<file path="src/rtl/sps_pkg.sv">
package sps_pkg;
  parameter int unsigned STAT_W = 8;
  localparam int unsigned RDY_POS  = 7;
  localparam int unsigned FAIL_POS = 4;

  typedef logic [STAT_W-1:0] stat_t;

  localparam stat_t RESET_STAT = stat_t'(1) << RDY_POS;

  function automatic stat_t pack_status(input logic rdy, input logic fail);
    stat_t s;
    s           = '0;
    s[RDY_POS]  = rdy;
    s[FAIL_POS] = fail;
    return s;
  endfunction
endpackage

</file>
<file path="src/rtl/sps_rst_sync.sv">
module sps_rst_sync #(
  parameter int unsigned STAGES = 2
) (
  input  logic clk,
  input  logic arst_n,
  output logic rst_n_sync
);
  logic [STAGES-1:0] sh_q;

  generate
    if (STAGES == 1) begin : g_one
      always_ff @(posedge clk or negedge arst_n) begin
        if (!arst_n) sh_q <= '0;
        else         sh_q <= 1'b1;
      end
    end else begin : g_many
      always_ff @(posedge clk or negedge arst_n) begin
        if (!arst_n) sh_q <= '0;
        else         sh_q <= {sh_q[STAGES-2:0], 1'b1};
      end
    end
  endgenerate

  assign rst_n_sync = sh_q[STAGES-1];
endmodule

</file>
<file path="src/rtl/sps_state.sv">
module sps_state
  import sps_pkg::*;
(
  input  logic  clk,
  input  logic  rst_n,
  input  logic  start_i,
  input  logic  done_i,
  input  logic  fail_i,
  input  logic  clr_i,
  output logic  rdy_o,
  output logic  fail_o,
  output stat_t live_o
);
  logic rdy_q, rdy_d;
  logic fail_q, fail_d;

  // Ready flag: engine owns both directions; start outranks done.
  always_comb begin
    rdy_d = rdy_q;
    if (start_i)     rdy_d = 1'b0;
    else if (done_i) rdy_d = 1'b1;
  end

  // Fail flag: engine may only set; host clear only lowers; set outranks clear.
  always_comb begin
    fail_d = fail_q;
    if (fail_i)     fail_d = 1'b1;
    else if (clr_i) fail_d = 1'b0;
  end

  always_ff @(posedge clk or negedge rst_n) begin
    if (!rst_n) begin
      rdy_q  <= 1'b1;
      fail_q <= 1'b0;
    end else begin
      rdy_q  <= rdy_d;
      fail_q <= fail_d;
    end
  end

  assign rdy_o  = rdy_q;
  assign fail_o = fail_q;
  assign live_o = pack_status(rdy_q, fail_q);

  a_r2_start_busy: assert property (@(posedge clk) disable iff (!rst_n)
    start_i |=> !rdy_o);
  a_r2_done_ready: assert property (@(posedge clk) disable iff (!rst_n)
    (done_i && !start_i) |=> rdy_o);
  a_r3_fail_sets: assert property (@(posedge clk) disable iff (!rst_n)
    fail_i |=> fail_o);
  a_r4_fail_sticky: assert property (@(posedge clk) disable iff (!rst_n)
    (fail_o && !clr_i) |=> fail_o);
  a_r5_clear_drops: assert property (@(posedge clk) disable iff (!rst_n)
    (clr_i && !fail_i) |=> !fail_o);
  a_r6_clear_keeps_busy: assert property (@(posedge clk) disable iff (!rst_n)
    (clr_i && !rdy_o && !done_i) |=> !rdy_o);
endmodule

</file>
<file path="src/rtl/sps_snapshot.sv">
module sps_snapshot
  import sps_pkg::*;
(
  input  logic  clk,
  input  logic  rst_n,
  input  logic  ce_n_i,
  input  logic  oe_n_i,
  input  stat_t live_i,
  output stat_t snap_o
);
  logic  rd_en, rd_en_q, capture;
  stat_t snap_q, snap_d;

  assign rd_en   = !ce_n_i && !oe_n_i;
  assign capture = rd_en && !rd_en_q;

  always_comb begin
    snap_d = snap_q;
    if (capture) snap_d = live_i;
  end

  always_ff @(posedge clk or negedge rst_n) begin
    if (!rst_n) begin
      rd_en_q <= 1'b0;
      snap_q  <= RESET_STAT;
    end else begin
      rd_en_q <= rd_en;
      snap_q  <= snap_d;
    end
  end

  assign snap_o = snap_q;

  a_r9_capture_live: assert property (@(posedge clk) disable iff (!rst_n)
    (rd_en && !rd_en_q) |=> (snap_o == $past(live_i)));
  a_r9_one_enable_holds: assert property (@(posedge clk) disable iff (!rst_n)
    !rd_en |=> $stable(snap_o));
  a_r10_held_stable: assert property (@(posedge clk) disable iff (!rst_n)
    (rd_en && rd_en_q) |=> $stable(snap_o));
endmodule

</file>
<file path="src/rtl/pgm_status_reg.sv">
module pgm_status_reg
  import sps_pkg::*;
#(
  parameter int unsigned RST_STAGES = 2
) (
  input  logic                      clk,
  input  logic                      rst_n,
  input  logic                      eng_start_i,
  input  logic                      eng_done_i,
  input  logic                      eng_fail_i,
  input  logic                      clr_cmd_i,
  input  logic                      ce_n_i,
  input  logic                      oe_n_i,
  output logic [sps_pkg::STAT_W-1:0] status_o,
  output logic                      prog_inhibit_o
);
  logic  rst_n_int;
  logic  rdy, fail;
  stat_t live, snap;

  sps_rst_sync #(.STAGES(RST_STAGES)) u_rst (
    .clk       (clk),
    .arst_n    (rst_n),
    .rst_n_sync(rst_n_int)
  );

  sps_state u_state (
    .clk    (clk),
    .rst_n  (rst_n_int),
    .start_i(eng_start_i),
    .done_i (eng_done_i),
    .fail_i (eng_fail_i),
    .clr_i  (clr_cmd_i),
    .rdy_o  (rdy),
    .fail_o (fail),
    .live_o (live)
  );

  sps_snapshot u_snap (
    .clk   (clk),
    .rst_n (rst_n_int),
    .ce_n_i(ce_n_i),
    .oe_n_i(oe_n_i),
    .live_i(live),
    .snap_o(snap)
  );

  assign status_o       = snap;
  assign prog_inhibit_o = fail;

  a_r7_reserved_zero: assert property (@(posedge clk) disable iff (!rst_n_int)
    ((status_o & ~(stat_t'(1) << RDY_POS) & ~(stat_t'(1) << FAIL_POS)) == '0));
  a_r8_inhibit_rises: assert property (@(posedge clk) disable iff (!rst_n_int)
    eng_fail_i |=> prog_inhibit_o);
  a_r8_inhibit_falls: assert property (@(posedge clk) disable iff (!rst_n_int)
    (clr_cmd_i && !eng_fail_i) |=> !prog_inhibit_o);
  a_r1_idle_ready: assert property (@(posedge clk) disable iff (!rst_n_int)
    $rose(rst_n_int) |-> (rdy && !fail));
endmodule

</file>
<file path="config.mk">
export PLATFORM = sky130hd
export DESIGN_NAME = pgm_status_reg
export DESIGN_NICKNAME = d
export VERILOG_FILES = /design/src/rtl/sps_pkg.sv /design/src/rtl/sps_rst_sync.sv /design/src/rtl/sps_state.sv /design/src/rtl/sps_snapshot.sv /design/src/rtl/pgm_status_reg.sv
export SDC_FILE = /design/constraint.sdc
export NUM_CORES = 1
export LEC_CHECK = 0
export BUFFER_PORTS_ARGS = -buffer_cell sky130_fd_sc_hd__buf_4
export CORE_AREA = 2 2 39 41
export CTS_CLUSTER_DIAMETER = 120
export DETAILED_ROUTE_END_ITERATION = 8
export DIE_AREA = 0 0 41 43
export PLACE_DENSITY_LB_ADDON = 0.12
export SLEW_MARGIN = 20
export SYNTH_ARGS = -nofsm -noshare
export SYNTH_HDL_FRONTEND = slang
export SYNTH_SLANG_ARGS = --single-unit
</file>
<file path="constraint.sdc">
create_clock -name clk -period 0.8 [get_ports clk]
set_clock_uncertainty 0.15 [all_clocks]
set_input_delay 0.04 -clock clk [delete_from_list [all_inputs] [get_ports clk]]
set_output_delay 0.04 -clock clk [all_outputs]
set_load 0.01 [all_outputs]
</file>
==> results of run 1 <==
-- cell type report --
class,instances,share of cell area
clock buffers,4,0.0595
inverters,1,0.00850
multi-input cells,14,0.198
flip-flops and latches,7,0.402
well taps,16,0.0453
repair buffers,14,0.286
-- Yosys cell counts (all sizes together) --
cell type / number / area (µm²)
dfrtp: 5 / 125
a21o: 1 / 7.51
buf: 6 / 45.0
dfstp: 2 / 52.6
mux2: 2 / 22.5
conb: 2 / 7.51
inv: 1 / 3.75
nor3: 1 / 10.0
nor2: 3 / 11.3
-- state kept, by name, indices dropped and copies added, names as in the netlist --
name	flops
u_state.fail_o	1
u_snap.rd_en_q	1
u_rst.sh_q	2
u_state.rdy_o	1
u_snap.snap_o	2
-- critical path, cell delays in order, from the launching register on --
cell and delay, ps:
dfrtp_1 380, nor3_4 160, mux2_4 320
-- final timing paths --
path / endpoint / slack, ps / depth (start not counted)
worst max-delay path: u_snap.snap_o[4] / -320 / 2
worst min-delay path: u_state.fail_o / -180 / 2
worst max register to register: u_snap.snap_o[4] / -320 / 2
worst min register to register: u_state.fail_o / -80 / 0
max in group asynchronous: u_state.rdy_o / 340 / 0
min in group asynchronous: u_state.fail_o / -80 / 0
-- power by group --
part           internal, mW  total [mW]  switching (mW)
Sequential            0.398       0.423          0.0253
Clock                 0.190       0.310           0.120
Combinational         0.102       0.157          0.0552
-- cell usage in the layout, fill, tap and decap left out, drive strengths merged --
master        n
a21o          1
buf          10
clkbuf        4
conb          7
dfrtp         5
dfstp         2
dlygate4sd3   4
inv           1
mux2          2
nor2          3
nor3          1
-- cells by family (layout without fill, tap and decap cells) --
group	Yosys count	after routing	synth area share
other cells	2	7	0.0263
buf+inv	7	19	0.171
compound gates	1	1	0.0263
mux	2	2	0.0789
simple gates	4	4	0.0746
flops	7	7	0.623
-- routing by layer --
metal  GRT usage  up-vias  wire length [µm]
met3      0.0628        0                41
met5           0        -                 0
met2      0.0844        6               219
met4      0.0400        0                 0
li1            -       94                 -
met1      0.0667       84               171
-- metrics by stage --
step | util | setup TNS, ps | setup WS [ps]
2_1_floorplan | - | -631 | -294
3_3_place_gp | 0.259 | -672 | -311
3_5_place_dp | 0.259 | -749 | -347
4_1_cts | 0.319 | -1350 | -332
5_1_grt | 0.319 | -1590 | -376
6_report | 0.319 | -1290 | -325
-- timing repair --
action | 4_1_cts | 5_1_grt
endpoints found under the hold margin | 9 | 7
gates resized for setup | 4 | 0
endpoints found under the setup margin | 7 | 8
gates cloned | 0 | 0
==> flow_summary.toml, run 1 <==
[sta]
finalCriticalPeriod_ps = 1120
drv_slew = 0
timing.hold.ws_ps = -178
setup_ws_ps = -325
setup_viol = 7
period_share = 1.41
hold_viol = 7
grt_setup_unrepaired = "yes"
fmax_mhz = 889

[global_routing]
antenna_found_initial = 0
overflow = 0
grt_pass1_wl_um = 703
grt_pass1_vias = 172
grt_max_degree = 6
grt.total_usage = 0.0660

[route]
routed_wl_um = 432
drt_pass1_iterations = 2
via_per_inst = 3.29
route.detailed.drc = 0
dr_total_vias = 184
wl_per_cell_um = 7.71
drtIter0Drc = 1
ant_nets = 0

[power_and_ir_drop]
vdd_drop_max_uv = 1230
p_per_area_nw_per_um2 = 2010
p_leak_nw = 0.219
finalPower_mw = 0.889

[die]
coreArea_um2 = 1380
die_area_um2 = 1760
ios = 17
fp.dieW_um = 41
rows = 14
die_y_um = 43
initial_core_util = 0.206

[clock_tree]
clock-root-buffer = "clkbuf_4"
clock_latency_ps = 240
cts.path.max_buffers = 2
postCtsHoldBufs = 4
numCtsBuffers = 3
post-cts-setup-buffers = 0
cts_tree = "built"
cts.sinks = 7
clkTransAtPathRegs_ps = 50
h-tree-depth = 1

[setup_path]
startpoint = "u_snap.rd_en_q"
reg2reg_from = "u_snap.rd_en_q"
path_class = "reg -> reg"
cp.arrival_ps = 1100
endpoint_kind = "flop"
required_ps = 780
critPathMaxFanout = 2
critPathLaunchType = "flop"

[cells_and_area]
drive_gt1_frac = 0.450
syn_to_final_growth_pct = 54.8
final_cells = 56
final_area_um2 = 442
register_area_um2 = 178
nFillCells = 147
diodes = 0
final_nets = 49
multi_input_area_um2 = 87.6

[yosys]
syn_inst = 23
synth.distinct_cells = 9
syn_area_per_cell_um2 = 12.4
seq_area_frac_synth = 0.623
synth_area_um2 = 285
synth_seq_cells = 7
yosysWarnings = 0

[place]
gp_congestion = 0.609
dpl.cell_count = 48
placed_area_um2 = 358
port_buffers = 10

[outcome]
violations = "negative hold slack, negative setup slack"
status = "finished, violations left"

[worst_hold_path]
hold_start = "eng_fail_i"
min_path_type = "in -> reg"

[job]
max_cap_violations = 0
No activity file was read; power rests on OpenSTA's default activity.
==> run 2: changes to the inputs <==
REMOVE_ABC_BUFFERS = 1   (was unset)
==> run 2 against run 1 <==
  * The flow still finishes with violations (negative hold slack, negative setup slack)
  * Non-clock buffer count increased by 1
  * Setup slack improved by 6.7 ps
  * Via count is 3.3% higher
  * Design area up 2.5%
  * First-iteration DRC count grew to 4.0 times the previous value
  * Global-route usage up 0.59 points
  * Register-to-register slack is essentially flat
  * Critical path type unchanged
  * Highest routed layer unchanged
==> flow_summary.toml, run 2 (synthesized netlist as in run 1, its figures left out) <==
[cells_and_area]
final_area_um2 = 453
final_cells = 57
nFillCells = 152
final_cell_mix = "buf_4 (8), conb_1 (7), dfrtp_1 (5)"
final_nets = 50
syn_to_final_growth_pct = 58.8
final_core_util = 0.327
drive_gt1_frac = 0.512
mostFrequentLayoutCell = "buf_4"
diodes = 0

[clock_tree]
clkTransAtPathRegs_ps = 50
cts.sinks = 7
h-tree-depth = 1
clock_latency_ps = 240
postCtsHoldBufs = 4
clock-root-buffer = "clkbuf_4"
cts_tree = "built"
numCtsBuffers = 3
cts.path.max_buffers = 2

[setup_path]
path_class = "reg -> reg"
critPathLaunchType = "flop"
crit_path_cell_trace = "nor3_4 -> mux2_4"
slowest_delay_ps = 390
reg2reg_from = "u_snap.rd_en_q"
cp.arrival_ps = 1090
endpoint_kind = "flop"
required_ps = 770
startpoint = "u_snap.rd_en_q"
crit_path_top_delay_cell = "dfrtp_1"
critPathMaxFanout = 2

[route]
via_per_inst = 3.33
routed_wl_um = 426
ant_nets = 0
wl_per_cell_um = 7.47
dr_total_vias = 190
route.detailed.drc = 0
drt_pass1_iterations = 2
drtIter0Drc = 4

[die]
fp.dieW_um = 41
rows = 14
ios = 17
coreArea_um2 = 1380
die_area_um2 = 1760
die_y_um = 43
initial_core_util = 0.206

[sta]
period_share = 1.40
grt_setup_unrepaired = "yes"
fmax_mhz = 894
setup_ws_ps = -318
finalCriticalPeriod_ps = 1120
hold_viol = 7
timing.hold.ws_ps = -178
drv_slew = 0
setup_viol = 7

[place]
dpl.cell_count = 49
port_buffers = 10
placed_area_um2 = 362
dp_hpwl_um = 330
gp_congestion = 0.582
dp_slack_ps = -412

[worst_hold_path]
hold_start = "ce_n_i"
min_path_type = "in -> reg"

[global_routing]
overflow = 0
grt_pass1_wl_um = 821
antenna_found_initial = 0
grt_max_degree = 6
grt_pass1_vias = 220
grt.total_usage = 0.0719

[job]
max_cap_violations = 0

[outcome]
violations = "negative hold slack, negative setup slack"
status = "finished, violations left"

[power_and_ir_drop]
vdd_drop_max_uv = 751
p_leak_nw = 0.224
p_per_area_nw_per_um2 = 2000
run 2: cell types whose count changed in the layout (fill, tap and decap cells not counted), sizes merged:
| cell | before | now |
|---|---|---|
| buf | 10 | 12 |
| dlygate4sd3 | 4 | 3 |
run 2: final cells by class:
class | count | area (µm²) | share of cell area
Tap cell | 16 | 20.0 | 0.0442
Clock buffer | 4 | 26.3 | 0.0580
Timing Repair Buffer | 15 | 135 | 0.298
Sequential cell | 7 | 178 | 0.392
Inverter | 1 | 3.75 | 0.00829
Multi-Input combinational cell | 14 | 90.1 | 0.199
run 2: where the power goes:
part,switching [mW],leakage (nW),internal [mW]
Clock,0.116,0.0150,0.189
Sequential,0.0251,0.0788,0.398
Combinational,0.0591,0.130,0.120
run 2: per-layer routing:
metal | vias to the layer above | global-route usage | part of all wire
met3 | 0 | 0.0314 | 0.082
met4 | 0 | 0.0600 | 0
met5 | - | 0 | 0
met2 | 4 | 0.103 | 0.57
li1 | 93 | - | -
met1 | 93 | 0.0762 | 0.35
run 2: path summary, 6_finish.rpt:
check | endpoint | slack (ps) | cells past startpoint
setup / recovery | u_snap.snap_o[4] | -320 | 2
hold / removal | u_snap.rd_en_q | -180 | 2
setup reg to reg | u_snap.snap_o[4] | -320 | 2
hold reg to reg | u_snap.rd_en_q | -70 | 0
max in group asynchronous | u_snap.snap_o[7] | 340 | 0
min in group asynchronous | u_snap.rd_en_q | -70 | 0
run 2: stage by stage:
step           power [mW]  setup TNS, ps
3_5_place_dp        0.556           -863
3_3_place_gp        0.556           -809
4_1_cts             0.931          -1570
6_report            0.907          -1470
2_1_floorplan       0.472           -742
5_1_grt             0.974          -1740
run 2: what timing repair did:
action	in CTS	in global routing
gates resized for setup	6	1
endpoints found under the setup margin	7	8
setup buffers	1	0
pin swaps	1	0
hold endpoints to repair	9	7
run 2: worst max-delay path: cells and delay by family, from the launching register on:
family | cells | cell delay (ps)
flip-flops | 1 | 390
multiplexers | 1 | 310
AND/OR/NAND/NOR | 1 | 150
==> run 3: changes to the inputs <==
CORE_AREA = unset   (was 2 2 39 41)
CORE_UTILIZATION = 30   (was unset)
DIE_AREA = unset   (was 0 0 41 43)
SYNTH_HIERARCHICAL = 1   (was unset)
==> run 3 against run 2 <==
  * The flow finishes with violations (design-rule violations, negative hold slack, negative setup slack)
  * Clock power is 29% higher
  * Power up 75%
  * Utilization grew 16 points
  * Flip-flop and latch count is 6 higher
  * Register-to-register slack worse by 160 ps
  * Setup slack got worse by 160 ps
  * Synthesized cell count up 61%
==> flow_summary.toml, run 3 <==
[route]
wl_per_cell_um = 11.0
route.detailed.drc = 2
dr_total_vias = 325
ant_nets = 0
routed_wl_um = 844
drtIter0Drc = 6
via_per_inst = 4.22
drt_pass1_iterations = 6

[sta]
period_share = 1.60
hold_viol = 3
setup_viol = 19
finalCriticalPeriod_ps = 1280
finalSetupTns_ps = -5590
timing.hold.ws_ps = -214
drv_slew = 0
grt_setup_unrepaired = "yes"
fmax_mhz = 782
setup_ws_ps = -479

[cells_and_area]
final_nets = 70
syn_to_final_growth_pct = 46.1
final_area_um2 = 766
diodes = 0
final_cell_mix = "dfrtp_1 (11), buf_6 (9), buf_4 (8)"
nFillCells = 139
largest_reg_flops = 8
mostFrequentLayoutCell = "dfrtp_1"
drive_gt1_frac = 0.541
final_core_util = 0.486

[die]
ios = 17
die_area_um2 = 1920
die_y_um = 43.8
coreArea_um2 = 1580
fp.dieW_um = 43.8
initial_core_util = 0.333
rows = 14

[setup_path]
crit_path_top_delay_cell = "dfrtp_1"
cp.arrival_ps = 1290
critPathBufInv = 1
critPathLaunchType = "flop"
critPathTopFamily = "flip-flops"
endpoint_kind = "flop"
critPathMaxFanout = 8
crit_path_cell_trace = "nor3_4 -> buf_12 -> mux2_2"
slowest_delay_ps = 400
path_class = "reg -> reg"
required_ps = 810

[yosys]
synth_largest_area_cell = "dfrtp_1"
synth.distinct_cells = 9
synth_edf_count = 0
syn_area_per_cell_um2 = 14.2
synth_area_leaders = "dfrtp_1 (53%), mux2_2 (17%), buf_4 (11%)"
yosysMostFrequentCell = "dfrtp_1"
yosysWarnings = 6
synth_area_um2 = 524
async_flop_share = 1.00
synth_seq_cells = 13
syn_inst = 37
seq_area_frac_synth = 0.625
synth_top_area_frac = 0.525
synthFlopType = "dfrtp_1"
yosys-top-cells-count = "dfrtp_1 (11), buf_4 (8), mux2_2 (8), nor2_1 (3)"

[place]
gp_congestion = 0.666
port_buffers = 16
dp_slack_ps = -482
placed_area_um2 = 651

[clock_tree]
postCtsHoldBufs = 5
clock_latency_ps = 270
cts.path.max_buffers = 2
h-tree-depth = 1
numCtsBuffers = 3
clkTransAtPathRegs_ps = 80
cts_tree = "built"
clock-root-buffer = "clkbuf_4"
cts.sinks = 13

[global_routing]
overflow = 0
grt_max_degree = 12
grt.total_usage = 0.118
grt_pass1_wl_um = 1590
antenna_found_initial = 0
grt_pass1_vias = 366

[worst_hold_path]
min_path_type = "in -> reg"

[outcome]
violations = "design-rule violations, negative hold slack, negative setup slack"
status = "finished, violations left"

[power_and_ir_drop]
vdd_drop_max_uv = 874
finalPower_mw = 1.59
p_per_area_nw_per_um2 = 2070
p_leak_nw = 0.366

[job]
max_cap_violations = 0
run 3: kinds of logic (layout without fill, tap and decap cells):
family | after synthesis | after routing | share of synthesized area
simple gates | 4 | 4 | 0.0525
flops | 13 | 13 | 0.625
other cells | 2 | 7 | 0.0143
mux | 8 | 8 | 0.172
buf+inv | 9 | 28 | 0.122
compound gates | 1 | 1 | 0.0143
run 3: cell type report:
cell class	instances	area, µm²	area share
Clock buffer	3	22.5	0.0294
Clock inverter	1	5.00	0.00654
Inverter	1	3.75	0.00490
Multi-Input combinational cell	20	155	0.203
Sequential cell	13	328	0.428
Tap cell	16	20.0	0.0261
Timing Repair Buffer	23	231	0.302
run 3: worst paths after layout:
kind / start / endpoint / slack [ps] / cells past startpoint
max in group asynchronous: u_rst/sh_q[1] / u_snap/snap_o[7] / 260 / 1
min in group asynchronous: rst_n / u_rst/sh_q[0] / -80 / 2
min reg2reg: u_rst/sh_q[1] / u_snap/snap_o[2] / 10 / 1
min: eng_fail_i / u_state/fail_o / -210 / 2
max reg2reg: u_snap/rd_en_q / u_snap/snap_o[5] / -480 / 3
max: u_snap/rd_en_q / u_snap/snap_o[5] / -480 / 3
run 3: report_power, final:
part / leakage [nW] / switching (mW) / internal, mW / total (mW)
combinational: 0.199 / 0.126 / 0.258 / 0.384
sequential: 0.149 / 0.0554 / 0.754 / 0.809
clock: 0.0177 / 0.209 / 0.185 / 0.394
run 3: worst reg2reg max path, delay by kind of cell, from the launching register on:
| kind | cells | cell delay [ps] |
|---|---|---|
| DFF | 1 | 400 |
| muxes | 1 | 330 |
| and+or+nand+nor | 1 | 160 |
| buffers and inverters | 1 | 150 |
run 3: what timing repair did:
item | CTS | global route
pin swaps | 1 | 0
endpoints found under the hold margin | 5 | 3
buffers inserted | 0 | 0
resized for setup | 10 | 0
setup endpoints to repair | 19 | 19
run 3: metrics by stage:
stage                     hold WS, ps  instances
after floorplan                  -406         34
after global placement           -328         68
after detailed placement         -321         68
after CTS                        -223         77
after global routing             -213         77
final                            -214         77
run 3: routing by layer:
layer,vias to the layer above,GRT usage,wire length (µm)
met4,0,0.0750,0
li1,150,-,-
met2,15,0.197,462
met5,-,0,0
met1,160,0.135,322
met3,0,0.0250,59
